[src/rtl/outport_pkg.sv]
package outport_pkg;

  localparam int unsigned PORT_W   = 8;
  localparam int unsigned LOW_W    = 4;
  localparam int unsigned BIT_RST  = 0;
  localparam int unsigned BIT_A20  = 1;
  localparam int unsigned BIT_OBF  = 4;
  localparam int unsigned BIT_IBE  = 5;
  localparam int unsigned BIT_KCLK = 6;
  localparam int unsigned BIT_KDAT = 7;

  // Stored portion of the port; bits 4 and 5 are live mirrors.
  typedef struct packed {
    logic             kdat;
    logic             kclk;
    logic [LOW_W-1:0] low;
  } hold_t;

  function automatic hold_t hold_from_byte(input logic [PORT_W-1:0] b);
    hold_t h;
    h.kdat = b[BIT_KDAT];
    h.kclk = b[BIT_KCLK];
    h.low  = b[LOW_W-1:0];
    return h;
  endfunction

endpackage

[src/rtl/outport_rst_sync.sv]
module outport_rst_sync #(
  parameter int unsigned STAGES = 2
) (
  input  logic clk,
  input  logic arst_n,
  output logic srst_n
);

  logic [STAGES-1:0] sh_q;
  logic [STAGES-1:0] sh_d;

  generate
    if (STAGES == 1) begin : g_one
      always_comb sh_d = 1'b1;
    end else begin : g_many
      always_comb sh_d = {sh_q[STAGES-2:0], 1'b1};
    end
  endgenerate

  always_ff @(posedge clk or negedge arst_n) begin
    if (!arst_n) sh_q <= '0;
    else         sh_q <= sh_d;
  end

  assign srst_n = sh_q[STAGES-1];

endmodule

[src/rtl/outport_hold.sv]
module outport_hold
  import outport_pkg::*;
#(
  parameter logic A20_RST = 1'b1
) (
  input  logic  clk,
  input  logic  rst_n,
  input  logic  load_en,
  input  hold_t load_val,
  output hold_t q
);

  hold_t q_d;
  hold_t rst_val;

  always_comb begin
    rst_val      = '1;
    rst_val.low[BIT_A20] = A20_RST;
  end

  always_comb begin
    q_d = q;
    if (load_en) q_d = load_val;
  end

  always_ff @(posedge clk or negedge rst_n) begin
    if (!rst_n) q <= rst_val;
    else        q <= q_d;
  end

endmodule

[src/rtl/outport_pulse.sv]
module outport_pulse
  import outport_pkg::*;
#(
  parameter int unsigned CYC = 300,
  localparam int unsigned CW = (CYC < 2) ? 1 : $clog2(CYC)
) (
  input  logic             clk,
  input  logic             rst_n,
  input  logic             start,
  input  logic [LOW_W-1:0] mask_n,
  output logic             busy,
  output logic [LOW_W-1:0] sel
);

  localparam logic [CW-1:0] LAST = CW'(CYC - 1);

  logic [CW-1:0]    cnt_q, cnt_d;
  logic             busy_d;
  logic [LOW_W-1:0] sel_d;
  logic             go;

  assign go = start && !busy && (mask_n != '1);

  always_comb begin
    cnt_d  = cnt_q;
    busy_d = busy;
    sel_d  = sel;
    if (go) begin
      busy_d = 1'b1;
      sel_d  = ~mask_n;
      cnt_d  = LAST;
    end else if (busy) begin
      if (cnt_q == '0) begin
        busy_d = 1'b0;
        sel_d  = '0;
      end else begin
        cnt_d = cnt_q - 1'b1;
      end
    end
  end

  always_ff @(posedge clk or negedge rst_n) begin
    if (!rst_n) begin
      cnt_q <= '0;
      busy  <= 1'b0;
      sel   <= '0;
    end else begin
      cnt_q <= cnt_d;
      busy  <= busy_d;
      sel   <= sel_d;
    end
  end

endmodule

[src/rtl/outport_rsp.sv]
module outport_rsp
  import outport_pkg::*;
(
  input  logic              clk,
  input  logic              rst_n,
  input  logic              rd_req,
  input  logic [PORT_W-1:0] port_val,
  output logic              rsp_valid,
  output logic [PORT_W-1:0] rsp_data
);

  logic [PORT_W-1:0] data_d;

  always_comb begin
    data_d = rsp_data;
    if (rd_req) data_d = port_val;
  end

  always_ff @(posedge clk or negedge rst_n) begin
    if (!rst_n) begin
      rsp_valid <= 1'b0;
      rsp_data  <= '0;
    end else begin
      rsp_valid <= rd_req;
      rsp_data  <= data_d;
    end
  end

endmodule

[src/rtl/ctl_outport.sv]
module ctl_outport
  import outport_pkg::*;
#(
  parameter int unsigned PULSE_CYC = 300,
  parameter logic        A20_RST   = 1'b1,
  parameter int unsigned SYNC_STG  = 2
) (
  input  logic              clk,
  input  logic              rst_n,
  input  logic              rd_req,
  input  logic              wr_req,
  input  logic [PORT_W-1:0] wr_data,
  input  logic              pulse_req,
  input  logic [LOW_W-1:0]  pulse_mask,
  input  logic              obf_in,
  input  logic              ibe_in,
  output logic [PORT_W-1:0] port_q,
  output logic              sys_reset,
  output logic              a20_gate,
  output logic              busy,
  output logic              rsp_valid,
  output logic [PORT_W-1:0] rsp_data
);

  logic             rst_n_s;
  hold_t            hold_q;
  logic [LOW_W-1:0] pulse_sel;
  logic [LOW_W-1:0] low_eff;
  logic             wr_take;
  logic             pulse_take;
  logic [1:0]       unused_wr_bits;

  assign unused_wr_bits = wr_data[BIT_IBE:BIT_OBF];

  outport_rst_sync #(.STAGES(SYNC_STG)) u_rst (
    .clk    (clk),
    .arst_n (rst_n),
    .srst_n (rst_n_s)
  );

  // Write wins over a simultaneous pulse; both are refused while busy.
  assign wr_take    = wr_req && !busy;
  assign pulse_take = pulse_req && !busy && !wr_req;

  outport_hold #(.A20_RST(A20_RST)) u_hold (
    .clk      (clk),
    .rst_n    (rst_n_s),
    .load_en  (wr_take),
    .load_val (hold_from_byte(wr_data)),
    .q        (hold_q)
  );

  outport_pulse #(.CYC(PULSE_CYC)) u_pulse (
    .clk    (clk),
    .rst_n  (rst_n_s),
    .start  (pulse_take),
    .mask_n (pulse_mask),
    .busy   (busy),
    .sel    (pulse_sel)
  );

  generate
    for (genvar i = 0; i < LOW_W; i++) begin : g_low
      assign low_eff[i] = hold_q.low[i] && !(busy && pulse_sel[i]);
    end
  endgenerate

  always_comb begin
    port_q           = '0;
    port_q[LOW_W-1:0] = low_eff;
    port_q[BIT_OBF]  = obf_in;
    port_q[BIT_IBE]  = ibe_in;
    port_q[BIT_KCLK] = hold_q.kclk;
    port_q[BIT_KDAT] = hold_q.kdat;
  end

  assign sys_reset = !port_q[BIT_RST];
  assign a20_gate  = port_q[BIT_A20];

  outport_rsp u_rsp (
    .clk       (clk),
    .rst_n     (rst_n_s),
    .rd_req    (rd_req),
    .port_val  (port_q),
    .rsp_valid (rsp_valid),
    .rsp_data  (rsp_data)
  );

endmodule

[config.mk]
export PLATFORM = sky130hd
export DESIGN_NAME = ctl_outport
export DESIGN_NICKNAME = d
export VERILOG_FILES = /design/src/rtl/outport_pkg.sv /design/src/rtl/outport_rst_sync.sv /design/src/rtl/outport_hold.sv /design/src/rtl/outport_pulse.sv /design/src/rtl/outport_rsp.sv /design/src/rtl/ctl_outport.sv
export SDC_FILE = /design/constraint.sdc
export NUM_CORES = 1
export LEC_CHECK = 0
export CAP_MARGIN = 20
export CORE_MARGIN = 2
export CORE_UTILIZATION = 30
export DETAILED_ROUTE_END_ITERATION = 7
export DONT_BUFFER_PORTS = 1
export HOLD_SLACK_MARGIN = 0.05
export PLACE_DENSITY = 0.45
export SKIP_CTS_REPAIR_TIMING = 1
export SYNTH_ARGS = -nofsm -noshare
export SYNTH_HDL_FRONTEND = slang
export SYNTH_SLANG_ARGS = --single-unit
[constraint.sdc]
create_clock -name clk -period 3.1 [get_ports clk]
set_input_delay 0.62 -clock clk [delete_from_list [all_inputs] [get_ports clk]]
set_output_delay 0.62 -clock clk [all_outputs]
set_load 0.02 [all_outputs]
==> results.py, run 1 <==
metrics = {
    "clocking": {
        "cts_num_sinks": 31,
        "cts_tree": "yes",
        "htreeDepth": 2,
        "cts_root_buf": "clkbuf_8",
        "clkSlewWorstSetupHoldPaths_ns": 0.07,
        "cts_buffers": 5,
        "clk_path_buf_depth": 2,
        "clk_latency_ns": 0.28,
    },
    "worst_setup_path": {
        "crit_path_top_delay_cell": "a21boi_0",
        "worstSetupPathType": "flop to output port",
        "r2r-start": "u_pulse.cnt_q[0]",
        "crit_path_end": "port_q[2]",
        "timing.rr.end": "u_pulse.sel[2]",
        "arrival_ns": 1.65,
        "crit_path_start_kind": "flop",
        "crit_fanout": 13,
        "rrSetupSlack_ns": 1.10,
        "path_depth": 1,
        "cp-startpoint": "u_pulse.busy",
        "cp.buffers_inverters": 0,
        "crit_chain": "a21boi_0",
        "cpPeakStageDelay_ns": 0.76,
        "cp.required_ns": 2.48,
        "reg2regPathDepth": 6,
        "cp_top_family": "compound AO/OA/AOI/OAI gates",
        "end_kind": "output port",
    },
    "yosys": {
        "synth_seq_cells": 31,
        "synthCells": 110,
        "syn_area_um2": 1360,
        "synth_top_flop_cell": "dfrtp_1",
        "synthDistinctLibCells": 33,
        "yosys_warnings": 0,
        "synth_edf_count": 0,
        "synth-seq-area-share_pct": 57.6,
        "syn_nets": 130,
        "ys_async_sr_fraction_pct": 100,
        "avgSynthCellArea_um2": 12.4,
    },
    "layout": {
        "multiInputGateArea_um2": 500,
        "syn2layout_area_growth_pct": 10.8,
        "seqCellArea_um2": 783,
        "final_util_pct": 34.6,
        "nets": 131,
        "antennaDiodeCount": 0,
        "drive_gt1_share_pct": 32.1,
        "fillers": 431,
    },
    "grt": {
        "grt_first_pass_wirelength_um": 4330,
        "grt-ovfl-total": 0,
        "grt_pass1_vias": 934,
        "antenna_found_initial": 0,
        "grt_max_degree": 17,
        "grt_usage_pct": 11.3,
    },
    "detailed_routing": {
        "num_vias": 845,
        "vias_per_cell": 5.15,
        "drt-initial-drc-count": 29,
        "wirelength_um": 2560,
        "drc": 0,
        "ant_nets": 0,
        "dr.pass1.iters": 4,
        "wl_per_cell_um": 15.6,
    },
    "sta": {
        "rsz0062_at_grt": "no",
        "setup_viol_count_final": 0,
        "skew_ns": 0.00740,
        "period_needed_ns": 2.27,
        "slew_viol_final": 0,
        "finalCritPeriodShare_pct": 73.1,
        "setup_tns_ns": 0,
        "maxSlewHeadroom_pct": 44.6,
        "hold_viol": 0,
        "fmaxAchievable_mhz": 441,
        "worst_slew_pin_slew_ns": 0.823,
    },
    "die": {
        "dieArea_um2": 5090,
        "die_y_um": 71.3,
        "row_count": 24,
        "start_util_pct": 31.2,
        "core_um2": 4350,
        "die_w_um": 71.3,
        "io_pins": 39,
    },
    "power_and_ir_drop": {
        "switchingPower_w": 0.000243,
        "combinationalPowerShare_pct": 6.9,
        "ir_drop_v": 0.000301,
        "p_seq_share_pct": 51.9,
        "powerDensity_nw_per_um2": 658,
        "switching_share_pct": 24.5,
        "power_leakage_nw": 0.625,
        "clkPwrFrac_pct": 41.3,
        "p_int_w": 0.000747,
    },
    "placement": {
        "io_buffers": 0,
        "globalplace.congestion": 0.719,
        "dp_hpwl_um": 1900,
    },
    "worst_hold_path": {
        "hold_path_class": "flop to asynchronous set/reset pin",
    },
    "status": {
        "status": "complete, no violations",
    },
    "job": {
        "drv_cap": 0,
    },
}
## worst min-delay path by stage
stage,depth (start not counted),slack (ns),endpoint,start
after floorplan,0,0.32,u_rst.sh_q[0],rst_n
after global placement,0,0.23,u_rsp.rsp_data[2],u_rst.sh_q[1]
after detailed placement,0,0.25,u_rsp.rsp_data[2],u_rst.sh_q[1]
after CTS,0,0.01,u_rst.sh_q[0],rst_n
after global routing,0,0.27,u_rsp.rsp_data[7],u_rst.sh_q[1]
final,0,0.21,u_rsp.rsp_data[7],u_rst.sh_q[1]
## logic make-up (layout without fill, tap and decap cells)
kind of cell,after synthesis,count (layout),synth area share [%]
other,1,1,0.276
flip-flops,31,31,57.6
buffers and inverters,13,15,5.61
AND/OR/NAND/NOR,28,28,10.9
multiplexers,14,14,11.6
adder cells (fa/ha/maj),1,1,0.920
AO/OA/AOI/OAI,22,22,13.2
## worst register-to-register path: stages (launching register included)
cell and delay, ns:
dfrtp_1 0.39, inv_1 0.09, ha_1 0.20, or3b_2 0.51
or3_1 0.35, o21a_1 0.23, o2bb2ai_1 0.14
## cells in the final DEF, fill, tap and decap left out
master         Yosys  final
a21boi_0           3      3
a21oi_1            3      3
a41o_2             1      1
a41oi_1            1      1
buf_4              5      2
bufinv_16          0      1
clkbuf_8           0      6
clkinv_2           0      1
conb_1             1      1
dfrtp_1           25     25
dfstp_2            6      6
dlygate4sd3_1      0      1
ha_1               1      1
inv_1              4      4
mux2_2            14     14
nand2_1           10     10
nand3_1            4      4
nor2_1             3      3
nor2b_1            1      1
nor3_1             2      2
nor3b_1            1      1
nor4_1             1      1
o211ai_1           2      2
o21a_1             1      1
o21ai_0            2      2
o2bb2ai_1          4      4
o311ai_0           1      1
o31ai_1            2      2
o31ai_4            1      1
o41ai_1            1      1
or3_1              2      2
or3_2              1      1
or3b_2             2      2
or4_4              1      1
## sequential cells by signal, indices dropped and copies added, names as in the netlist
register         flops
u_rst.sh_q           2
u_pulse.cnt_q        9
u_rsp.rsp_data       8
u_hold.q             6
u_rsp.rsp_valid      1
u_pulse.busy         1
u_pulse.sel          4
## metal layers
metal	GRT usage, %	part of all wire (%)	up-vias
li1	-	-	394
met1	14.2	48	420
met2	16.0	43	28
met3	5.20	8.4	3
met4	6.29	1.4	0
met5	0	0	-
## power groups by stage
stage	Sequential [W]	Combinational (W)	Clock, W
after floorplan	0.000509	0.0000645	0
after global placement	0.000518	0.0000651	0
after detailed placement	0.000520	0.0000677	0
after CTS	0.000513	0.0000681	0.000426
after global routing	0.000521	0.0000774	0.000444
final	0.000514	0.0000682	0.000409
## final cells by class
type	instances	share of cell area, %
Sequential cell	31	52.0
Multi-Input combinational cell	66	33.2
Clock buffer	6	5.48
Tap cell	52	4.32
Clock inverter	2	2.33
Timing Repair Buffer	3	1.66
Inverter	4	0.997
## cells in the mapped netlist (2+ instances only)
master      n  area [um2]
a21boi_0    3        22.5
a21oi_1     3        15.0
o31ai_1     2        15.0
mux2_2     14         158
nor3_1      2        10.0
nor2_1      3        11.3
dfstp_2     6         158
o211ai_1    2        15.0
o21ai_0     2        10.0
o2bb2ai_1   4        35.0
clkbuf_1    2        7.51
inv_1       4        15.0
nand2_1    10        37.5
dfrtp_1    25         626
buf_4       5        37.5
nand3_1     4        20.0
or3_1       2        12.5
or3b_2      2        17.5
## per-stage QoR
stage | worst slack [ns] | hold WS (ns) | total power, W | instances | instance area, um2
floorplan | 0.993 | 0.324 | 0.000574 | 110 | 1360
global placement | 1.09 | 0.231 | 0.000583 | 155 | 1380
detailed placement | 1.09 | 0.251 | 0.000588 | 155 | 1380
CTS | 0.799 | 0.0144 | 0.00101 | 163 | 1500
global route | 0.716 | 0.271 | 0.00104 | 164 | 1510
finish | 0.832 | 0.214 | 0.000991 | 164 | 1510
Note: power is estimated with default switching activity, not from simulation.
==> run 2, diff against run 1 <==
--- a/config.mk
+++ b/config.mk
@@ -11,7 +11,7 @@
 export DETAILED_ROUTE_END_ITERATION = 7
 export DONT_BUFFER_PORTS = 1
 export HOLD_SLACK_MARGIN = 0.05
-export PLACE_DENSITY = 0.45
+export PLACE_DENSITY = 0.46
 export SKIP_CTS_REPAIR_TIMING = 1
 export SYNTH_ARGS = -nofsm -noshare
 export SYNTH_HDL_FRONTEND = slang
==> constraint.sdc (replaced) <==
create_clock -name clk -period 2 [get_ports clk]
set_input_delay 0.4 -clock clk [delete_from_list [all_inputs] [get_ports clk]]
set_output_delay 0.4 -clock clk [all_outputs]
set_load 0.02 [all_outputs]
==> results.py, run 2 (synthesized netlist as in run 1, its figures left out) <==
metrics = {
    "sta": {
        "rsz0062_at_grt": "no",
        "period_needed_ns": 1.91,
        "hold_viol": 0,
        "setup_viol_count_final": 0,
        "slew_viol_final": 0,
        "finalCritPeriodShare_pct": 95.5,
        "skew_ns": 0.00330,
        "fmaxAchievable_mhz": 524,
        "setup_tns_ns": 0,
    },
    "worst_setup_path": {
        "r2r-start": "u_pulse.cnt_q[0]",
        "cp_top_family": "simple AND/OR/NAND/NOR gates",
        "reg2regPathDepth": 8,
        "cp.buffers_inverters": 3,
        "crit_chain": "inv_2 > ha_4 > or3b_2 > buf_4 > o31ai_4 > buf_6 > nand2_1 > o211ai_1",
        "end_kind": "flop",
        "arrival_ns": 2.10,
        "crit_fanout": 4,
        "worstSetupPathType": "flop to flop",
        "cp.required_ns": 2.19,
        "timing.rr.end": "u_pulse.cnt_q[1]",
        "crit_path_top_delay_cell": "or3b_2",
        "cpPeakStageDelay_ns": 0.46,
        "rrSetupSlack_ns": 0.09,
        "crit_path_start_kind": "flop",
    },
    "clocking": {
        "clk_path_buf_depth": 2,
        "clk_latency_ns": 0.27,
        "cts_buffers": 5,
        "cts_num_sinks": 31,
        "cts_root_buf": "clkbuf_8",
        "cts_tree": "yes",
        "htreeDepth": 2,
        "clkSlewWorstSetupHoldPaths_ns": 0.06,
    },
    "detailed_routing": {
        "wirelength_um": 2660,
        "wl_per_cell_um": 15.6,
        "drc": 0,
        "drt-initial-drc-count": 42,
        "ant_nets": 0,
        "vias_per_cell": 5.18,
        "num_vias": 881,
        "dr.pass1.iters": 4,
    },
    "die": {
        "core_um2": 4350,
        "dieArea_um2": 5090,
        "die_w_um": 71.3,
        "start_util_pct": 31.2,
        "die_y_um": 71.3,
        "io_pins": 39,
        "row_count": 24,
    },
    "worst_hold_path": {
        "hold_end": "u_rsp.rsp_valid",
        "hold_path_class": "primary input to flop",
        "hold_start": "rd_req",
        "whs_path_depth": 0,
    },
    "power_and_ir_drop": {
        "powerDensity_nw_per_um2": 913,
        "power_w": 0.00143,
        "ir_drop_v": 0.000297,
        "power_leakage_nw": 0.651,
    },
    "grt": {
        "antenna_found_initial": 0,
        "grt-ovfl-total": 0,
        "grt_first_pass_wirelength_um": 4210,
        "grt_pass1_vias": 883,
        "grt_usage_pct": 10.9,
        "grt_max_degree": 20,
    },
    "layout": {
        "design_area_um2": 1570,
        "reg.largest.list": "u_pulse.cnt_q x9, u_rsp.rsp_data x8, u_hold.q x6",
        "final_common_cell": "dfrtp_1",
        "layout_common_cells": "dfrtp_1 (25), mux2_2 (14), nand2_1 (10), clkbuf_8 (7), buf_4 (7)",
        "multiInputGateArea_um2": 531,
        "largest_reg_flops": 9,
        "final_util_pct": 36.0,
        "drive_gt1_share_pct": 39.0,
        "antennaDiodeCount": 0,
        "syn2layout_area_growth_pct": 15.3,
        "fillers": 439,
        "nets": 137,
        "regMostFlops": "u_pulse.cnt_q",
        "seqCellArea_um2": 783,
    },
    "placement": {
        "dp_hpwl_um": 1940,
        "io_buffers": 0,
        "place_area_um2": 1420,
        "globalplace.congestion": 0.713,
    },
    "job": {
        "drv_cap": 0,
    },
    "status": {
        "status": "complete, no violations",
    },
}
run 2: through the flow:
| stage | setup WS [ns] | hold WS [ns] | cells |
|---|---|---|---|
| after floorplan | 0.113 | 0.104 | 110 |
| after global placement | 0.0910 | 0.104 | 160 |
| after detailed placement | 0.0610 | 0.104 | 160 |
| after CTS | 0.0442 | -0.197 | 168 |
| after global routing | 0.00490 | 0.131 | 170 |
| final | 0.0909 | 0.151 | 170 |
run 2: how the worst max path moves through the flow:
stage | end | cells past startpoint | slack [ns] | start
after floorplan | port_q[1] | 3 | 0.11 | u_pulse.busy
after detailed placement | u_pulse.cnt_q[5] | 7 | 0.06 | u_pulse.cnt_q[0]
after global routing | u_pulse.cnt_q[0] | 8 | 0.005 | u_pulse.cnt_q[0]
after CTS | u_pulse.cnt_q[5] | 7 | 0.04 | u_pulse.cnt_q[0]
final | u_pulse.cnt_q[1] | 8 | 0.09 | u_pulse.cnt_q[0]
after global placement | u_pulse.cnt_q[5] | 7 | 0.09 | u_pulse.cnt_q[0]
run 2: layer usage:
| layer | part of all wire [%] | GRT usage [%] | up-vias |
|---|---|---|---|
| li1 | - | - | 406 |
| met1 | 44 | 14.6 | 436 |
| met2 | 45 | 14.5 | 32 |
| met3 | 8.9 | 5.34 | 7 |
| met4 | 1.7 | 5.03 | 0 |
| met5 | 0 | 0 | - |
run 2: final cells by class:
cell class,count,area share [%]
Multi-Input combinational cell,66,33.8
Sequential cell,31,50.0
Tap cell,52,4.15
Inverter,4,0.958
Timing Repair Buffer,9,4.71
Clock buffer,8,6.38
run 2: power breakdown:
group,internal [W],switching [W]
logic,0.0000577,0.0000513
registers,0.000701,0.0000969
clock network,0.000313,0.000210
total,0.00107,0.000358
==> run 3, diff against run 2 <==
--- a/config.mk
+++ b/config.mk
@@ -11,7 +11,7 @@
 export DETAILED_ROUTE_END_ITERATION = 7
 export DONT_BUFFER_PORTS = 1
 export HOLD_SLACK_MARGIN = 0.05
-export PLACE_DENSITY = 0.46
+export PLACE_DENSITY = 0.45
 export SKIP_CTS_REPAIR_TIMING = 1
 export SYNTH_ARGS = -nofsm -noshare
 export SYNTH_HDL_FRONTEND = slang
==> constraint.sdc (replaced) <==
create_clock -name clk -period 2.4 [get_ports clk]
set_input_delay 0.48 -clock clk [delete_from_list [all_inputs] [get_ports clk]]
set_output_delay 0.48 -clock clk [all_outputs]
set_load 0.02 [all_outputs]
==> results.py, run 3 (synthesized netlist as in run 1, its figures left out) <==
metrics = {
    "layout": {
        "design_area_um2": 1490,
        "fillers": 457,
        "seqCellArea_um2": 783,
        "antennaDiodeCount": 0,
        "reg.largest.list": "u_pulse.cnt_q x9, u_rsp.rsp_data x8, u_hold.q x6",
        "nets": 134,
        "multiInputGateArea_um2": 500,
        "regMostFlops": "u_pulse.cnt_q",
        "syn2layout_area_growth_pct": 9.75,
        "drive_gt1_share_pct": 32.2,
        "largest_reg_flops": 9,
        "layout_common_cells": "dfrtp_1 (25), mux2_2 (14), nand2_1 (10), dfstp_2 (6)",
        "final_util_pct": 34.3,
        "final_common_cell": "dfrtp_1",
    },
    "power_and_ir_drop": {
        "clkPwrFrac_pct": 33.7,
        "switching_share_pct": 26.4,
        "combinationalPowerShare_pct": 8.3,
        "power_w": 0.00113,
        "ir_drop_v": 0.000477,
        "powerDensity_nw_per_um2": 760,
        "p_seq_share_pct": 58.1,
        "switchingPower_w": 0.000299,
        "p_int_w": 0.000835,
        "power_leakage_nw": 0.621,
    },
    "grt": {
        "grt_use_met2_pct": 15.1,
        "grt_max_degree": 30,
        "grt_first_pass_wirelength_um": 4240,
        "grt_usage_pct": 10.9,
        "grt-ovfl-total": 0,
        "busiest_layer": "met2",
        "grt_use_met1_pct": 14.1,
        "antenna_found_initial": 0,
        "globalRouteMet3Util_pct": 6.33,
        "grt_pass1_vias": 873,
    },
    "clocking": {
        "clk_path_buf_depth": 2,
        "cts_tree": "yes",
        "htreeDepth": 2,
        "cts_root_buf": "clkbuf_8",
        "cts_num_sinks": 31,
        "clk_latency_ns": 0.28,
        "clkSlewWorstSetupHoldPaths_ns": 0.06,
        "cts_buffers": 5,
    },
    "worst_setup_path": {
        "crit_fanout": 4,
        "worstSetupPathType": "flop to flop",
        "crit_path_start_kind": "flop",
        "cp.required_ns": 2.56,
        "end_kind": "flop",
        "arrival_ns": 2.18,
    },
    "placement": {
        "io_buffers": 0,
        "dp_hpwl_um": 1830,
        "place_ws_ns": 0.417,
        "place_area_um2": 1400,
        "globalplace.congestion": 0.708,
    },
    "status": {
        "status": "complete, no violations",
    },
    "sta": {
        "rsz0062_at_grt": "no",
        "period_needed_ns": 2.02,
        "setup_slack_ns": 0.377,
        "worst_slew_pin_slew_ns": 0.650,
        "setup_viol_count_final": 0,
        "fmaxAchievable_mhz": 494,
        "maxSlewHeadroom_pct": 56.6,
        "slew_viol_final": 0,
        "finalCritPeriodShare_pct": 84.3,
        "hold_viol": 0,
        "skew_ns": 0.00557,
        "setup_tns_ns": 0,
    },
    "detailed_routing": {
        "vias_per_cell": 5.14,
        "drt-initial-drc-count": 39,
        "ant_nets": 0,
        "num_vias": 858,
        "dr.pass1.iters": 4,
        "wl_per_cell_um": 14.8,
        "drc": 0,
        "wirelength_um": 2480,
    },
    "die": {
        "core_um2": 4350,
        "die_y_um": 71.3,
        "row_count": 24,
        "io_pins": 39,
        "dieArea_um2": 5090,
        "die_w_um": 71.3,
        "start_util_pct": 31.2,
    },
    "job": {
        "drv_cap": 0,
    },
    "worst_hold_path": {
        "hold_path_class": "primary input to flop",
    },
}
## run 3: final timing paths
check                                       from               end  slack (ns)  cells after the start
worst max-delay path            u_pulse.cnt_q[0]    u_pulse.sel[2]        0.38                      6
worst min-delay path                      rd_req   u_rsp.rsp_valid        0.23                      0
worst max register to register  u_pulse.cnt_q[0]    u_pulse.sel[2]        0.38                      6
worst min register to register     u_rst.sh_q[1]  u_pulse.cnt_q[5]        0.24                      1
max in group asynchronous          u_rst.sh_q[1]       u_hold.q[1]        1.84                      1
min in group asynchronous          u_rst.sh_q[1]  u_pulse.cnt_q[5]        0.24                      1
## run 3: layer usage
metal / up-vias / routed length (um)
met2: 25 / 1080
met5: - / 0
li1: 407 / -
met4: 0 / 27
met1: 422 / 1130
met3: 4 / 240
## run 3: power groups by stage
stage	Combinational (W)	Clock (W)	Sequential, W
floorplan	0.0000833	0	0.000658
global placement	0.0000913	0	0.000666
detailed placement	0.0000944	0	0.000669
CTS	0.0000953	0.000400	0.000660
global route	0.000108	0.000427	0.000668
finish	0.0000937	0.000382	0.000659
## run 3: stage by stage
stage / hold slack, ns / std cells
final: 0.229 / 167
after floorplan: 0.184 / 110
after detailed placement: 0.184 / 158
after CTS: -0.116 / 166
after global routing: 0.213 / 167
after global placement: 0.184 / 158
## run 3: layout make-up
cell class / count / area share [%]
Clock inverter: 1 / 0.335
Multi-Input combinational cell: 66 / 33.5
Clock buffer: 7 / 5.11
Timing Repair Buffer: 6 / 3.19
Inverter: 4 / 1.01
Sequential cell: 31 / 52.5
Tap cell: 52 / 4.36
## run 3: critical path, stage by stage (launching register included)
cell,delay [ns]
dfrtp_1,0.39
inv_1,0.08
ha_1,0.19
or3b_2,0.51
or3_1,0.35
o21a_1,0.24
o2bb2ai_1,0.14
